<file path="src/rtl/bmdma_pkg.sv">
package bmdma_pkg;

    typedef enum logic [2:0] {
        W_IDLE,
        W_DESC_A,
        W_DESC_C,
        W_MEM_RD,
        W_DRV,
        W_MEM_WR
    } walk_e;

    localparam logic [2:0] OFS_CMD  = 3'd0;
    localparam logic [2:0] OFS_STAT = 3'd2;
    localparam logic [2:0] OFS_PTR0 = 3'd4;
    localparam logic [2:0] OFS_PTR1 = 3'd5;
    localparam logic [2:0] OFS_PTR2 = 3'd6;
    localparam logic [2:0] OFS_PTR3 = 3'd7;

    localparam int CMD_GO  = 0;
    localparam int CMD_DIR = 3;
    localparam int ST_ACT  = 0;
    localparam int ST_ERR  = 1;
    localparam int ST_IRQ  = 2;
    localparam int ST_END  = 5;

    localparam int LAST_BIT = 31;

endpackage

</file>
<file path="src/rtl/bmdma_lane.sv">
module bmdma_lane (
    input  logic        hi_sel_i,
    input  logic [15:0] half_i,
    input  logic [31:0] word_i,
    output logic [3:0]  be_o,
    output logic [31:0] wdata_o,
    output logic [15:0] half_o
);
    // A halfword unit occupies one lane of the 32-bit word; address bit 1 picks it.
    always_comb begin
        wdata_o = {half_i, half_i};
        if (hi_sel_i) begin
            be_o   = 4'b1100;
            half_o = word_i[31:16];
        end else begin
            be_o   = 4'b0011;
            half_o = word_i[15:0];
        end
    end
endmodule

</file>
<file path="src/rtl/bmdma_regs.sv">
module bmdma_regs
    import bmdma_pkg::*;
(
    input  logic        clk,
    input  logic        rst_n,
    input  logic [2:0]  reg_addr_i,
    input  logic        reg_we_i,
    input  logic [7:0]  reg_wdata_i,
    output logic [7:0]  reg_rdata_o,
    input  logic        active_i,
    input  logic        fault_i,
    input  logic        finish_i,
    input  logic        drv_intrq_i,
    output logic        go_o,
    output logic        go_dir_o,
    output logic        stop_o,
    output logic [31:0] tbl_ptr_o,
    output logic        irq_o
);
    typedef struct packed {
        logic        start;
        logic        dir;
        logic [31:0] ptr;
        logic        err;
        logic        intr;
        logic        fin;
    } regs_t;

    regs_t q, d;
    logic  cmd_wr, st_wr;

    always_comb begin
        d      = q;
        cmd_wr = reg_we_i && (reg_addr_i == OFS_CMD);
        st_wr  = reg_we_i && (reg_addr_i == OFS_STAT);

        if (cmd_wr) begin
            d.start = reg_wdata_i[CMD_GO];
            d.dir   = reg_wdata_i[CMD_DIR];
        end

        if (reg_we_i) begin
            case (reg_addr_i)
                OFS_PTR0: d.ptr[7:0]   = reg_wdata_i;
                OFS_PTR1: d.ptr[15:8]  = reg_wdata_i;
                OFS_PTR2: d.ptr[23:16] = reg_wdata_i;
                OFS_PTR3: d.ptr[31:24] = reg_wdata_i;
                default: ;
            endcase
        end
        d.ptr[1:0] = 2'b00;

        // Write-one-to-clear first, so that a same-cycle set wins.
        if (st_wr) begin
            if (reg_wdata_i[ST_ERR]) d.err  = 1'b0;
            if (reg_wdata_i[ST_IRQ]) d.intr = 1'b0;
            if (reg_wdata_i[ST_END]) d.fin  = 1'b0;
        end
        if (fault_i)     d.err  = 1'b1;
        if (drv_intrq_i) d.intr = 1'b1;
        if (finish_i)    d.fin  = 1'b1;
    end

    always_ff @(posedge clk) begin
        if (!rst_n) q <= '0;
        else        q <= d;
    end

    always_comb begin
        reg_rdata_o = 8'h00;
        case (reg_addr_i)
            OFS_CMD: begin
                reg_rdata_o[CMD_GO]  = q.start;
                reg_rdata_o[CMD_DIR] = q.dir;
            end
            OFS_STAT: begin
                reg_rdata_o[ST_ACT] = active_i;
                reg_rdata_o[ST_ERR] = q.err;
                reg_rdata_o[ST_IRQ] = q.intr;
                reg_rdata_o[ST_END] = q.fin;
            end
            OFS_PTR0: reg_rdata_o = q.ptr[7:0];
            OFS_PTR1: reg_rdata_o = q.ptr[15:8];
            OFS_PTR2: reg_rdata_o = q.ptr[23:16];
            OFS_PTR3: reg_rdata_o = q.ptr[31:24];
            default: ;
        endcase
    end

    assign go_o      = cmd_wr && reg_wdata_i[CMD_GO];
    assign stop_o    = cmd_wr && !reg_wdata_i[CMD_GO];
    assign go_dir_o  = reg_wdata_i[CMD_DIR];
    assign tbl_ptr_o = q.ptr;
    assign irq_o     = q.intr;

    // a high drive interrupt line is seen as status and irq one cycle later.
    p_intr_sets_r10: assert property (@(posedge clk) disable iff (!rst_n)
        drv_intrq_i |=> irq_o);

    // a bus error reported by the walker becomes a sticky status bit.
    p_fault_sets_r9: assert property (@(posedge clk) disable iff (!rst_n)
        fault_i |=> q.err);

    // completion of the last descriptor becomes a sticky status bit.
    p_finish_sets_r7: assert property (@(posedge clk) disable iff (!rst_n)
        finish_i |=> q.fin);

    // writing one clears the error bit when no new error arrives.
    p_w1c_err_r11: assert property (@(posedge clk) disable iff (!rst_n)
        (st_wr && reg_wdata_i[ST_ERR] && !fault_i) |=> !q.err);

    // writing zero keeps a set error bit.
    p_w0_keep_r11: assert property (@(posedge clk) disable iff (!rst_n)
        (st_wr && !reg_wdata_i[ST_ERR] && q.err) |=> q.err);
endmodule

</file>
<file path="src/rtl/bmdma_walker.sv">
module bmdma_walker
    import bmdma_pkg::*;
#(
    parameter int CNT_W = 16
) (
    input  logic        clk,
    input  logic        rst_n,
    input  logic        go_i,
    input  logic        go_dir_i,
    input  logic        stop_i,
    input  logic [31:0] tbl_ptr_i,
    output logic        mem_req_o,
    output logic        mem_we_o,
    output logic [31:0] mem_addr_o,
    output logic [3:0]  mem_be_o,
    output logic [31:0] mem_wdata_o,
    input  logic        mem_ack_i,
    input  logic        mem_err_i,
    input  logic [31:0] mem_rdata_i,
    input  logic        drv_dmarq_i,
    output logic        drv_dmack_o,
    output logic [15:0] drv_wdata_o,
    input  logic [15:0] drv_rdata_i,
    output logic        active_o,
    output logic        fault_o,
    output logic        finish_o
);
    localparam int              REM_W = CNT_W + 1;
    localparam logic [REM_W-1:0] FULL  = REM_W'(1) << CNT_W;
    localparam logic [REM_W-1:0] UNIT  = REM_W'(2);

    typedef struct packed {
        walk_e            st;
        logic             to_mem;
        logic             last;
        logic [31:0]      dptr;
        logic [31:0]      cur;
        logic [REM_W-1:0] rem;
        logic [15:0]      half;
    } walk_t;

    walk_t q, d;

    logic             unit_done;
    logic [CNT_W-1:0] cnt_f;
    logic [3:0]       lane_be;
    logic [31:0]      lane_wdata;
    logic [15:0]      lane_half;
    logic             unused_hi;

    assign unused_hi = ^mem_rdata_i[LAST_BIT-1:CNT_W];

    bmdma_lane i_lane (
        .hi_sel_i (q.cur[1]),
        .half_i   (q.half),
        .word_i   (mem_rdata_i),
        .be_o     (lane_be),
        .wdata_o  (lane_wdata),
        .half_o   (lane_half)
    );

    always_comb begin
        d           = q;
        unit_done   = 1'b0;
        fault_o     = 1'b0;
        finish_o    = 1'b0;
        mem_req_o   = 1'b0;
        mem_we_o    = 1'b0;
        mem_addr_o  = q.cur & 32'hFFFF_FFFC;
        mem_be_o    = lane_be;
        drv_dmack_o = 1'b0;
        cnt_f       = mem_rdata_i[CNT_W-1:0];
        cnt_f[0]    = 1'b0;

        case (q.st)
            W_IDLE: begin
                if (go_i) begin
                    d.st     = W_DESC_A;
                    d.dptr   = tbl_ptr_i;
                    d.to_mem = go_dir_i;
                end
            end
            W_DESC_A: begin
                mem_req_o  = 1'b1;
                mem_addr_o = q.dptr;
                mem_be_o   = 4'hF;
                if (mem_ack_i) begin
                    if (mem_err_i) begin
                        fault_o = 1'b1;
                        d.st    = W_IDLE;
                    end else begin
                        d.cur = {mem_rdata_i[31:1], 1'b0};
                        d.st  = W_DESC_C;
                    end
                end
            end
            W_DESC_C: begin
                mem_req_o  = 1'b1;
                mem_addr_o = q.dptr + 32'd4;
                mem_be_o   = 4'hF;
                if (mem_ack_i) begin
                    if (mem_err_i) begin
                        fault_o = 1'b1;
                        d.st    = W_IDLE;
                    end else begin
                        d.rem  = (cnt_f == '0) ? FULL : {1'b0, cnt_f};
                        d.last = mem_rdata_i[LAST_BIT];
                        d.dptr = q.dptr + 32'd8;
                        d.st   = q.to_mem ? W_DRV : W_MEM_RD;
                    end
                end
            end
            W_MEM_RD: begin
                mem_req_o = 1'b1;
                if (mem_ack_i) begin
                    if (mem_err_i) begin
                        fault_o = 1'b1;
                        d.st    = W_IDLE;
                    end else begin
                        d.half = lane_half;
                        d.st   = W_DRV;
                    end
                end
            end
            W_DRV: begin
                if (drv_dmarq_i) begin
                    drv_dmack_o = 1'b1;
                    if (q.to_mem) begin
                        d.half = drv_rdata_i;
                        d.st   = W_MEM_WR;
                    end else begin
                        unit_done = 1'b1;
                    end
                end
            end
            W_MEM_WR: begin
                mem_req_o = 1'b1;
                mem_we_o  = 1'b1;
                if (mem_ack_i) begin
                    if (mem_err_i) begin
                        fault_o = 1'b1;
                        d.st    = W_IDLE;
                    end else begin
                        unit_done = 1'b1;
                    end
                end
            end
            default: d.st = W_IDLE;
        endcase

        if (unit_done) begin
            d.cur = q.cur + 32'd2;
            d.rem = q.rem - UNIT;
            if (q.rem == UNIT) begin
                if (q.last) begin
                    d.st     = W_IDLE;
                    finish_o = 1'b1;
                end else begin
                    d.st = W_DESC_A;
                end
            end else begin
                d.st = q.to_mem ? W_DRV : W_MEM_RD;
            end
        end

        if (stop_i) d.st = W_IDLE;
    end

    always_ff @(posedge clk) begin
        if (!rst_n) begin
            q    <= '0;
            q.st <= W_IDLE;
        end else begin
            q <= d;
        end
    end

    assign mem_wdata_o = lane_wdata;
    assign drv_wdata_o = q.half;
    assign active_o    = (q.st != W_IDLE);

    // acknowledge only answers a present request.
    p_ack_has_req_r13: assert property (@(posedge clk) disable iff (!rst_n)
        drv_dmack_o |-> drv_dmarq_i);

    // one acknowledge per unit, never two cycles in a row.
    p_ack_single_r13: assert property (@(posedge clk) disable iff (!rst_n)
        drv_dmack_o |=> !drv_dmack_o);

    // a stop command leaves the channel idle in the next cycle.
    p_stop_idle_r8: assert property (@(posedge clk) disable iff (!rst_n)
        stop_i |=> !active_o);

    // an error response ends the transfer.
    p_fault_idle_r9: assert property (@(posedge clk) disable iff (!rst_n)
        (mem_req_o && mem_ack_i && mem_err_i) |=> !active_o);

    // the remaining byte count stays a whole number of halfwords.
    p_rem_even_r6: assert property (@(posedge clk) disable iff (!rst_n)
        active_o |-> !q.rem[0]);

    // once idle without a new start, no memory request is raised.
    p_idle_quiet_r7: assert property (@(posedge clk) disable iff (!rst_n)
        (!active_o && !go_i) |=> !mem_req_o);
endmodule

</file>
<file path="src/rtl/bmdma_channel.sv">
module bmdma_channel
    import bmdma_pkg::*;
#(
    parameter int CNT_W = 16
) (
    input  logic        clk,
    input  logic        rst_n,
    input  logic [2:0]  reg_addr,
    input  logic        reg_we,
    input  logic [7:0]  reg_wdata,
    output logic [7:0]  reg_rdata,
    output logic        irq,
    output logic        mem_req,
    output logic        mem_we,
    output logic [31:0] mem_addr,
    output logic [3:0]  mem_be,
    output logic [31:0] mem_wdata,
    input  logic        mem_ack,
    input  logic        mem_err,
    input  logic [31:0] mem_rdata,
    input  logic        drv_dmarq,
    output logic        drv_dmack,
    output logic [15:0] drv_wdata,
    input  logic [15:0] drv_rdata,
    input  logic        drv_intrq
);
    logic        go, go_dir, stop, active, fault, finish;
    logic [31:0] tbl_ptr;

    bmdma_regs i_regs (
        .clk         (clk),
        .rst_n       (rst_n),
        .reg_addr_i  (reg_addr),
        .reg_we_i    (reg_we),
        .reg_wdata_i (reg_wdata),
        .reg_rdata_o (reg_rdata),
        .active_i    (active),
        .fault_i     (fault),
        .finish_i    (finish),
        .drv_intrq_i (drv_intrq),
        .go_o        (go),
        .go_dir_o    (go_dir),
        .stop_o      (stop),
        .tbl_ptr_o   (tbl_ptr),
        .irq_o       (irq)
    );

    bmdma_walker #(.CNT_W(CNT_W)) i_walker (
        .clk         (clk),
        .rst_n       (rst_n),
        .go_i        (go),
        .go_dir_i    (go_dir),
        .stop_i      (stop),
        .tbl_ptr_i   (tbl_ptr),
        .mem_req_o   (mem_req),
        .mem_we_o    (mem_we),
        .mem_addr_o  (mem_addr),
        .mem_be_o    (mem_be),
        .mem_wdata_o (mem_wdata),
        .mem_ack_i   (mem_ack),
        .mem_err_i   (mem_err),
        .mem_rdata_i (mem_rdata),
        .drv_dmarq_i (drv_dmarq),
        .drv_dmack_o (drv_dmack),
        .drv_wdata_o (drv_wdata),
        .drv_rdata_i (drv_rdata),
        .active_o    (active),
        .fault_o     (fault),
        .finish_o    (finish)
    );

    // nothing is requested while reset is held.
    p_reset_quiet_r1: assert property (@(posedge clk)
        !rst_n |=> (!mem_req && !drv_dmack && !irq));
endmodule

</file>
<file path="config.mk">
export PLATFORM = sky130hd
export DESIGN_NAME = bmdma_channel
export DESIGN_NICKNAME = d
export VERILOG_FILES = /design/src/rtl/bmdma_pkg.sv /design/src/rtl/bmdma_lane.sv /design/src/rtl/bmdma_regs.sv /design/src/rtl/bmdma_walker.sv /design/src/rtl/bmdma_channel.sv
export SDC_FILE = /design/constraint.sdc
export NUM_CORES = 1
export LEC_CHECK = 0
export CORE_MARGIN = 1
export CORE_UTILIZATION = 30
export CTS_BUF_LIST = sky130_fd_sc_hd__clkbuf_8 sky130_fd_sc_hd__clkbuf_16
export DETAILED_ROUTE_END_ITERATION = 10
export DONT_BUFFER_PORTS = 1
export GPL_ROUTABILITY_DRIVEN = 0
export GPL_TIMING_DRIVEN = 0
export PLACE_DENSITY = 0.47
export SLEW_MARGIN = 20
export SYNTH_ARGS = -nofsm -noshare
export SYNTH_HDL_FRONTEND = slang
export SYNTH_SLANG_ARGS = --single-unit
</file>
<file path="constraint.sdc">
create_clock -name clk -period 3.7 [get_ports clk]
set_input_delay 0.74 -clock clk [delete_from_list [all_inputs] [get_ports clk]]
set_output_delay 0.74 -clock clk [all_outputs]
set_load 0.01 [all_outputs]
</file>
# [Word-level counts from Yosys, hierarchy flattened]
# Index checks and enable logic that the tools add are counted.
[classes] addsub=4 eq_ne=27 mux=65 bitwise=2 reduce_logical=37
[ops] op="2-to-1 mux 32 bit" n=6
[ops] op="case mux 32 bit (2 select lines)" n=2
[ops] op="2-to-1 mux 16 bit" n=5
[ops] op="2-to-1 mux 17 bit" n=4
[ops] op="2-to-1 mux 49 bit" n=1
[ops] op="2-to-1 mux 3 bit" n=13
[ops] op="adder 32 x 2 -> 32 bit (second input constant)" n=1
[ops] op="adder 32 x 3 -> 32 bit (second input constant)" n=1
[ops] op="adder 32 x 4 -> 32 bit (second input constant)" n=1
[ops] op="case mux 16 bit (2 select lines)" n=1
[ops] op="nonzero test 2 bit" n=11
[ops] op="2-to-1 mux 1 bit" n=21
[ops] op="!= test 3 x 2 -> 1 bit (second input constant)" n=7
[ops] op="== test 3 bit (second input constant)" n=6
[ops] op="case mux 3 bit (6 select lines)" n=1
[ops] op="== test 17 x 2 -> 1 bit (second input constant)" n=1
[ops] op="subtractor 17 x 2 -> 17 bit (second input constant)" n=1
[ops] op="AND reduction 2 bit" n=8
[ops] op="logical NOT 15 bit" n=1
[ops] op="2-to-1 mux 4 bit" n=3
[ops] op="!= test 2 bit (second input constant)" n=6
[ops] op="case mux 1 bit (5 select lines)" n=2
[ops] op="case mux 2 bit (5 select lines)" n=1
[ops] op="== test 3 x 2 -> 1 bit (second input constant)" n=3
[ops] op="19 further kinds" n=28
[word_totals] regBits=139 inputBits=66 output_inout_bits=96

# [Depth between registers and ports, before layout]
# Gate-level depths: netlist of run 1.
[logic_depth] word_depth=6 ltp_mapped=9 depth_no_buf=6

# [Modules after synthesis]
# From an unflattened synthesis of run 1, not the netlist that was laid out.
[hier_totals] hier_cells=1240 hier_area_um2=9482.8
[by_module_without_submodules] module="bmdma_walker" instances=1 cells_per_inst=957 area_per_inst_um2=6946.7
[by_module_without_submodules] module="bmdma_regs" instances=1 cells_per_inst=229 area_per_inst_um2=2024.4
[by_module_without_submodules] module="bmdma_lane" instances=1 cells_per_inst=54 area_per_inst_um2=511.7

# [Worst setup path before layout of run 1]
# No wires, ideal clock.
[synth_timing] path_kind="in2out" startpoint="in reg_addr[0]" endpoint="out reg_rdata[3]" arrival_time_ns=2.050 path_slack_ns=0.910 cell_stages=5 cell_sequence="buf_2 -> buf_1 -> mux4_2 -> nand2_1 -> o21ai_0"
[synth_via] elab_chain_cells=2 elab_cells_between_ends=6 cone_classes="eq/ne: 4; mux: 1; reduce/logical: 1"
[synth_lines] item="from (decl)" line="bmdma_channel.sv:8" source="input logic [2:0] reg_addr,"
[synth_lines] item="== test 3 bit / logical NOT 3 bit (equally long branches)" line="bmdma_regs.sv:71" source="case (reg_addr_i)"
[synth_lines] item="case mux 1 bit (5 select lines) (*)" line="bmdma_regs.sv:71"
[synth_lines] item="to (decl)" line="bmdma_channel.sv:11" source="output logic [7:0] reg_rdata,"
# Mark *: on every way between the ends. The rest lies on a longest branch, timed or not.

# [Worst setup path in the final report of run 1]
[layout_timing] startpoint="reg i_walker.q[100] (netlist bit)" endpoint="out mem_addr[22]"
[layout_via] elab_chain_cells=2 elab_cells_between_ends=3 cone_classes="eq/ne: 2; mux: 1"
[layout_lines] item="from (decl)" line="bmdma_walker.sv:42" source="walk_t q, d;"
[layout_lines] item="== test 3 x 2 -> 1 bit / == test 3 x 1 -> 1 bit (equally long branches)" line="bmdma_walker.sv:75" source="case (q.st)"
[layout_lines] item="case mux 32 bit (2 select lines) (*)" line="bmdma_walker.sv:75"
[layout_lines] item="to (decl)" line="bmdma_channel.sv:15" source="output logic [31:0] mem_addr,"
# Marks and branches as above.

==> flow_metrics.py, run 1 <==
metrics = {
    "timing": {
        "slew_viol_final": 0,
        "period_share_pct": 101,
        "slew_headroom_pct": 35.5,
        "setup_viol": 1,
        "setup_tns_ns": -0.0456,
        "max_freq_ghz": 0.267,
        "hold_viol": 0,
        "rsz0062_at_grt": "yes",
        "tightest_slew_ns": 0.968,
        "fin_crit_ns": 3.75,
        "timing.final.ws_setup_ns": -0.0456,
        "final.setup_skew_ns": 0.0121,
    },
    "run_status": {
        "status": "complete, but fails checks",
        "violations": "negative setup slack",
    },
    "worst_setup_path": {
        "r2r_slack_ns": 1.17,
        "path_depth": 6,
        "critical_path_class": "register to output port",
        "cp.required_ns": 2.96,
        "cp.arrival_ns": 3.01,
        "worstSetupStartpointType": "register",
        "cp_cell_sequence": "buf_2 > nor3b_2 > clkbuf_2 > clkbuf_1 > a21oi_1 > o211ai_1",
        "crit_fanout": 10,
        "crit_family": "buffers and inverters",
        "max_stage_delay_ns": 0.60,
        "slowest_stage": "clkbuf_1",
        "ff2ff_path_depth": 7,
        "timing.rr.start": "i_walker.q[35]$_SDFFE_PN0P_",
        "rr_endpoint": "i_walker.q[64]$_SDFFE_PN0P_",
        "endpoint_kind": "output port",
        "path_buf_inv": 3,
    },
    "final_layout": {
        "fin_cells": 1596,
        "nets": 1270,
        "area_growth_syn_to_layout_pct": 13.2,
        "diodes": 0,
        "layout-drive-gt1-share_pct": 13.3,
    },
    "logic_synthesis": {
        "synth_area_leaders": "dfxtp_1, nand2_1, a21oi_1",
        "ys_warn_count": 0,
        "ys_types": 85,
        "synth_edf_count": 0,
        "synthFlopType": "dfxtp_1",
        "async_flop_share_pct": 0,
        "synth_common_cells": "nand2_1, dfxtp_1, a21oi_1",
        "yosysMostFrequentCell": "nand2_1",
        "seq_area_frac_synth_pct": 30.3,
        "synth_area_leader_cell": "dfxtp_1",
        "synth.avg_cell_area_um2": 7.44,
        "synth_area_um2": 8780,
        "synth_top_area_share_pct": 30.3,
        "netlist_instances": 1180,
        "ys_ff_latch": 133,
    },
    "placement": {
        "hpwl_um": 29700,
        "dp_cells": 1565,
        "io_buffers": 0,
    },
    "routing": {
        "via_per_inst": 5.86,
        "dr.pass1.iters": 5,
        "num_vias": 9347,
        "ant_nets": 0,
        "drt_wl_total_um": 38600,
        "wl_per_cell_um": 24.2,
        "drcViolationCount": 0,
        "first_iter_violations": 986,
    },
    "clocking": {
        "cts.sinks": 133,
        "cts_tree": "yes",
        "cts_max_level": 4,
        "cts_root_buf": "clkbuf_16",
        "numCtsBuffers": 17,
        "clk_path_buf_depth": 2,
        "clkTransAtPathRegs_ns": 0.06,
        "insertion_delay_ns": 0.44,
        "post_cts_buffers": 0,
        "cts_hold_buf": 0,
    },
    "hold_path": {
        "min_from": "drv_intrq",
        "holdPathStages": 2,
        "hp-class": "primary input to register",
        "min_to": "i_regs.irq_o$_SDFFE_PN0P_",
    },
    "global_routing": {
        "grt-ovfl-total": 0,
        "gr-usage-all-layers_pct": 25.9,
        "antenna_found_initial": 0,
        "grt_pass1_vias": 8655,
        "grt_pass1_wl_um": 58000,
        "grt_max_degree": 17,
    },
    "pwr": {
        "internal_power_w": 0.00263,
        "p_sw_w": 0.000965,
        "p_per_area_nw_per_um2": 362,
        "seq_power_share_pct": 41.6,
        "p_leak_nw": 3.32,
        "ir_worst_vdd_mv": 0.308,
        "combinationalPowerShare_pct": 9.6,
        "clkPwrFrac_pct": 48.8,
        "p_sw_share_pct": 26.9,
    },
    "die": {
        "io_pins": 162,
        "initial_core_util_pct": 30.5,
        "die_h_um": 173,
        "chipWidth_um": 173,
        "rows": 62,
        "die_area_um2": 29900,
        "core_region_area_um2": 28800,
    },
    "flow_run": {
        "maxCapViolCount": 0,
    },
}
==> sequential cells by signal (all words and copies together) (netlist names) <==
signal,cells
i_regs.q,4
i_regs.irq_o,1
i_walker.drv_wdata_o,16
i_walker.q,82
i_regs.tbl_ptr_o,30
==> power groups by stage <==
stage | Clock, W | Combinational [W] | Sequential [W]
after floorplan | 0 | 0.000228 | 0.00151
after global placement | 0 | 0.000338 | 0.00152
after detailed placement | 0 | 0.000338 | 0.00152
after CTS | 0.00178 | 0.000341 | 0.00149
after global routing | 0.00185 | 0.000369 | 0.00150
final | 0.00175 | 0.000344 | 0.00149
==> metrics by stage <==
step / setup WS, ns / total power (W) / instance area, um2 / util [%] / hold WS [ns]
floorplan: 0.910 / 0.00174 / 8780 / - / 0.435
global placement: -0.0917 / 0.00186 / 9260 / 32.2 / 0.447
finish: -0.0456 / 0.00359 / 9940 / 34.5 / 0.422
global route: -0.0427 / 0.00371 / 9940 / 34.5 / 0.423
CTS: 0.0361 / 0.00361 / 9890 / 34.4 / 0.414
detailed placement: 0.0210 / 0.00186 / 9260 / 32.2 / 0.456
==> logic make-up after synthesis <==
group | count (synthesis) | share of synthesized area, %
DFF | 133 | 30.3
xor gates and xnor gates | 3 | 0.299
buffers and inverters | 160 | 9.55
other | 1 | 0.0427
adders and majority gates | 4 | 0.570
and+or+nand+nor | 498 | 28.3
AOI/OAI and AO/OA | 346 | 26.0
muxes | 35 | 4.93
==> worst max path at each step <==
stage / start / to / slack [ns]
floorplan: reg_addr[0] / reg_rdata[3] / 0.91
global placement: i_walker.q[100]$_SDFFE_PP0P_ / mem_addr[23] / -0.09
detailed placement: i_walker.q[100]$_SDFFE_PP0P_ / mem_addr[29] / 0.02
CTS: i_walker.q[100]$_SDFFE_PP0P_ / mem_addr[20] / 0.04
global route: i_walker.q[100]$_SDFFE_PP0P_ / mem_addr[23] / -0.04
finish: i_walker.q[100]$_SDFFE_PP0P_ / mem_addr[22] / -0.05
==> timing repair <==
action,CTS,global route
pin swaps,0,0
endpoints found under the setup margin,15,11
gates resized for setup,15,7
endpoints found under the hold margin,0,0
==> final cells by class <==
| type | instances | area (um2) |
|---|---|---|
| Multi-Input combinational cell | 888 | 5360 |
| Sequential cell | 133 | 2660 |
| Fill cell | 3134 | 18800 |
| Clock inverter | 9 | 101 |
| Buffer | 137 | 753 |
| Inverter | 23 | 86.3 |
| Tap cell | 384 | 480 |
| Clock buffer | 22 | 494 |
==> per-layer routing <==
layer / track usage, % / vias to the layer above / wire (um)
met5: 0 / - / 0
met4: 10.7 / 0 / 1320
met3: 5.91 / 65 / 3270
met2: 41.1 / 434 / 17700
met1: 33.7 / 4483 / 16300
li1: - / 4365 / -
==> cell usage in the layout, fill, tap and decap left out, types with 7 or more instances in the layout <==
cell         n
buf_2       20
and2_1      11
nand2_1    212
a22oi_1      8
a21oi_1    106
o211ai_1    35
nor3_1      25
buf_1        9
dfxtp_1    133
a31oi_1     30
or3_1       18
a311oi_1     7
nand2b_1     8
o22ai_1      8
o21a_1       8
inv_1       23
o311ai_2     8
and3_1      14
o31a_1       8
nand4_1     26
clkbuf_16   17
nor2_1      74
o21ai_0     55
mux2i_1     23
clkbuf_1    49
nor4_1       9
nand3_1     50
buf_4       56
(Power assumes the default switching activity.)
==> inputs of run 2 (changes only) <==
--- a/config.mk
+++ b/config.mk
@@ -12,7 +12,7 @@
 export DONT_BUFFER_PORTS = 1
 export GPL_ROUTABILITY_DRIVEN = 0
 export GPL_TIMING_DRIVEN = 0
-export PLACE_DENSITY = 0.47
+export PLACE_DENSITY = 0.48
 export SLEW_MARGIN = 20
 export SYNTH_ARGS = -nofsm -noshare
 export SYNTH_HDL_FRONTEND = slang
==> constraint.sdc (replaced) <==
create_clock -name clk -period 3.34 [get_ports clk]
set_input_delay 0.668 -clock clk [delete_from_list [all_inputs] [get_ports clk]]
set_output_delay 0.668 -clock clk [all_outputs]
set_load 0.01 [all_outputs]
==> flow_metrics.py, run 2 (synthesized netlist as in run 1, its figures left out) <==
metrics = {
    "timing": {
        "hold_viol": 0,
        "fin_crit_ns": 3.29,
        "tightest_slew_ns": 0.960,
        "slew_viol_final": 0,
        "period_share_pct": 98.6,
        "rsz0062_at_grt": "yes",
        "whs_ns": 0.358,
        "max_freq_ghz": 0.304,
        "setup_viol": 0,
        "final.setup_skew_ns": 0.0107,
        "slew_headroom_pct": 36.0,
    },
    "pwr": {
        "ir_worst_vdd_mv": 0.287,
        "p_per_area_nw_per_um2": 401,
        "p_leak_nw": 3.38,
    },
    "global_routing": {
        "grt_max_degree": 17,
        "grt_pass1_wl_um": 57300,
        "grt_pass1_vias": 8696,
        "grt-ovfl-total": 0,
        "antenna_found_initial": 0,
        "gr-usage-all-layers_pct": 25.5,
    },
    "die": {
        "initial_core_util_pct": 30.5,
        "chipWidth_um": 173,
        "die_area_um2": 29900,
        "die_h_um": 173,
        "rows": 62,
        "io_pins": 162,
        "core_region_area_um2": 28800,
    },
    "clocking": {
        "cts.sinks": 133,
        "cts_tree": "yes",
        "cts_hold_buf": 0,
        "clkTransAtPathRegs_ns": 0.07,
        "clk_path_buf_depth": 2,
        "cts_max_level": 4,
        "numCtsBuffers": 17,
        "cts_root_buf": "clkbuf_16",
        "insertion_delay_ns": 0.43,
    },
    "routing": {
        "dr.pass1.iters": 6,
        "drcViolationCount": 0,
        "drt_wl_total_um": 38600,
        "via_per_inst": 5.88,
        "wl_per_cell_um": 24.1,
        "num_vias": 9407,
        "ant_nets": 0,
        "first_iter_violations": 922,
    },
    "run_status": {
        "status": "finished, final reports clean",
    },
    "final_layout": {
        "final_common_cell": "nand2_1",
        "regMostFlops": "i_walker.q",
        "layout-drive-gt1-share_pct": 15.4,
        "area_growth_syn_to_layout_pct": 15.0,
        "largest_reg_flops": 82,
        "nets": 1274,
        "final_cell_mix": "nand2_1, dfxtp_1, a21oi_1",
        "fin_util_pct": 35.1,
        "finalInstanceArea_um2": 10100,
        "diodes": 0,
    },
    "worst_setup_path": {
        "endpoint_kind": "output port",
        "cp.arrival_ns": 2.63,
        "crit_fanout": 10,
        "critical_path_class": "register to output port",
        "cp.required_ns": 2.67,
        "worstSetupStartpointType": "register",
    },
    "flow_run": {
        "maxCapViolCount": 0,
    },
    "placement": {
        "io_buffers": 0,
        "place_area_um2": 9260,
        "hpwl_um": 29500,
    },
    "hold_path": {
        "hp-class": "primary input to register",
    },
}
## run 2: cell count changes in the layout (fill, tap and decap cells not counted), sizes merged
cell | previous run | this run
clkbuf | 74 | 70
clkinv | 3 | 4
buf | 85 | 90
bufinv | 2 | 3
## run 2: worst max-delay path, stage by stage (launching register included)
cell,delay [ns]
dfxtp_1,0.30
buf_2,0.18
or3b_1,0.42
buf_2,0.22
nor3_1,0.32
nand4_1,0.21
o211ai_1,0.53
## run 2: timing repair
item | in CTS | in global routing
resized for setup | 38 | 18
pin swaps | 2 | 2
setup endpoints to repair | 29 | 27
gates cloned | 0 | 0
buffers inserted | 2 | 4
## run 2: final timing paths
check                                     from                     endpoint  slack [ns]  cells after the start
setup reg to reg   i_walker.q[98]$_SDFFE_PN0P_     i_regs.q[0]$_SDFFE_PN0P_        0.73                      7
hold / removal                       drv_intrq    i_regs.irq_o$_SDFFE_PN0P_        0.36                      2
hold reg to reg    i_walker.q[97]$_SDFFE_PN0P_  i_walker.q[97]$_SDFFE_PN0P_        0.47                      2
setup / recovery  i_walker.q[101]$_SDFFE_PP0P_                 mem_addr[30]        0.05                      6
## run 2: per-stage QoR
stage	TNS (ns)	std cells	power [W]	worst slack, ns
after floorplan	0	1181	0.00192	0.694
after global placement	-1.87	1565	0.00206	-0.343
after detailed placement	-1.46	1565	0.00206	-0.279
after CTS	-0.0112	1597	0.00406	-0.0112
after global routing	-0.0329	1599	0.00417	-0.0329
final	0	1599	0.00405	0.0464
## run 2: where the power goes
part | internal (W) | switching [W]
logic | 0.000115 | 0.000270
clock network | 0.00121 | 0.000800
registers | 0.00161 | 0.0000406
total | 0.00294 | 0.00111
## run 2: routing by layer
metal  global-route usage [%]  wire, um  up-vias
met5                        0         0        -
met4                     9.11      1200        0
met3                     5.63      3460       82
met2                     40.3     17500      466
met1                     34.0     16400     4500
li1                         -         -     4359
## run 2: final cells by class
type	count	area, um2
clock inverters	11	153
fillers	3095	18700
multi-input cells	888	5450
clock buffers	19	453
inverters	23	86.3
repair buffers	6	45.0
well taps	384	480
plain buffers	135	759
flip-flops and latches	133	2670
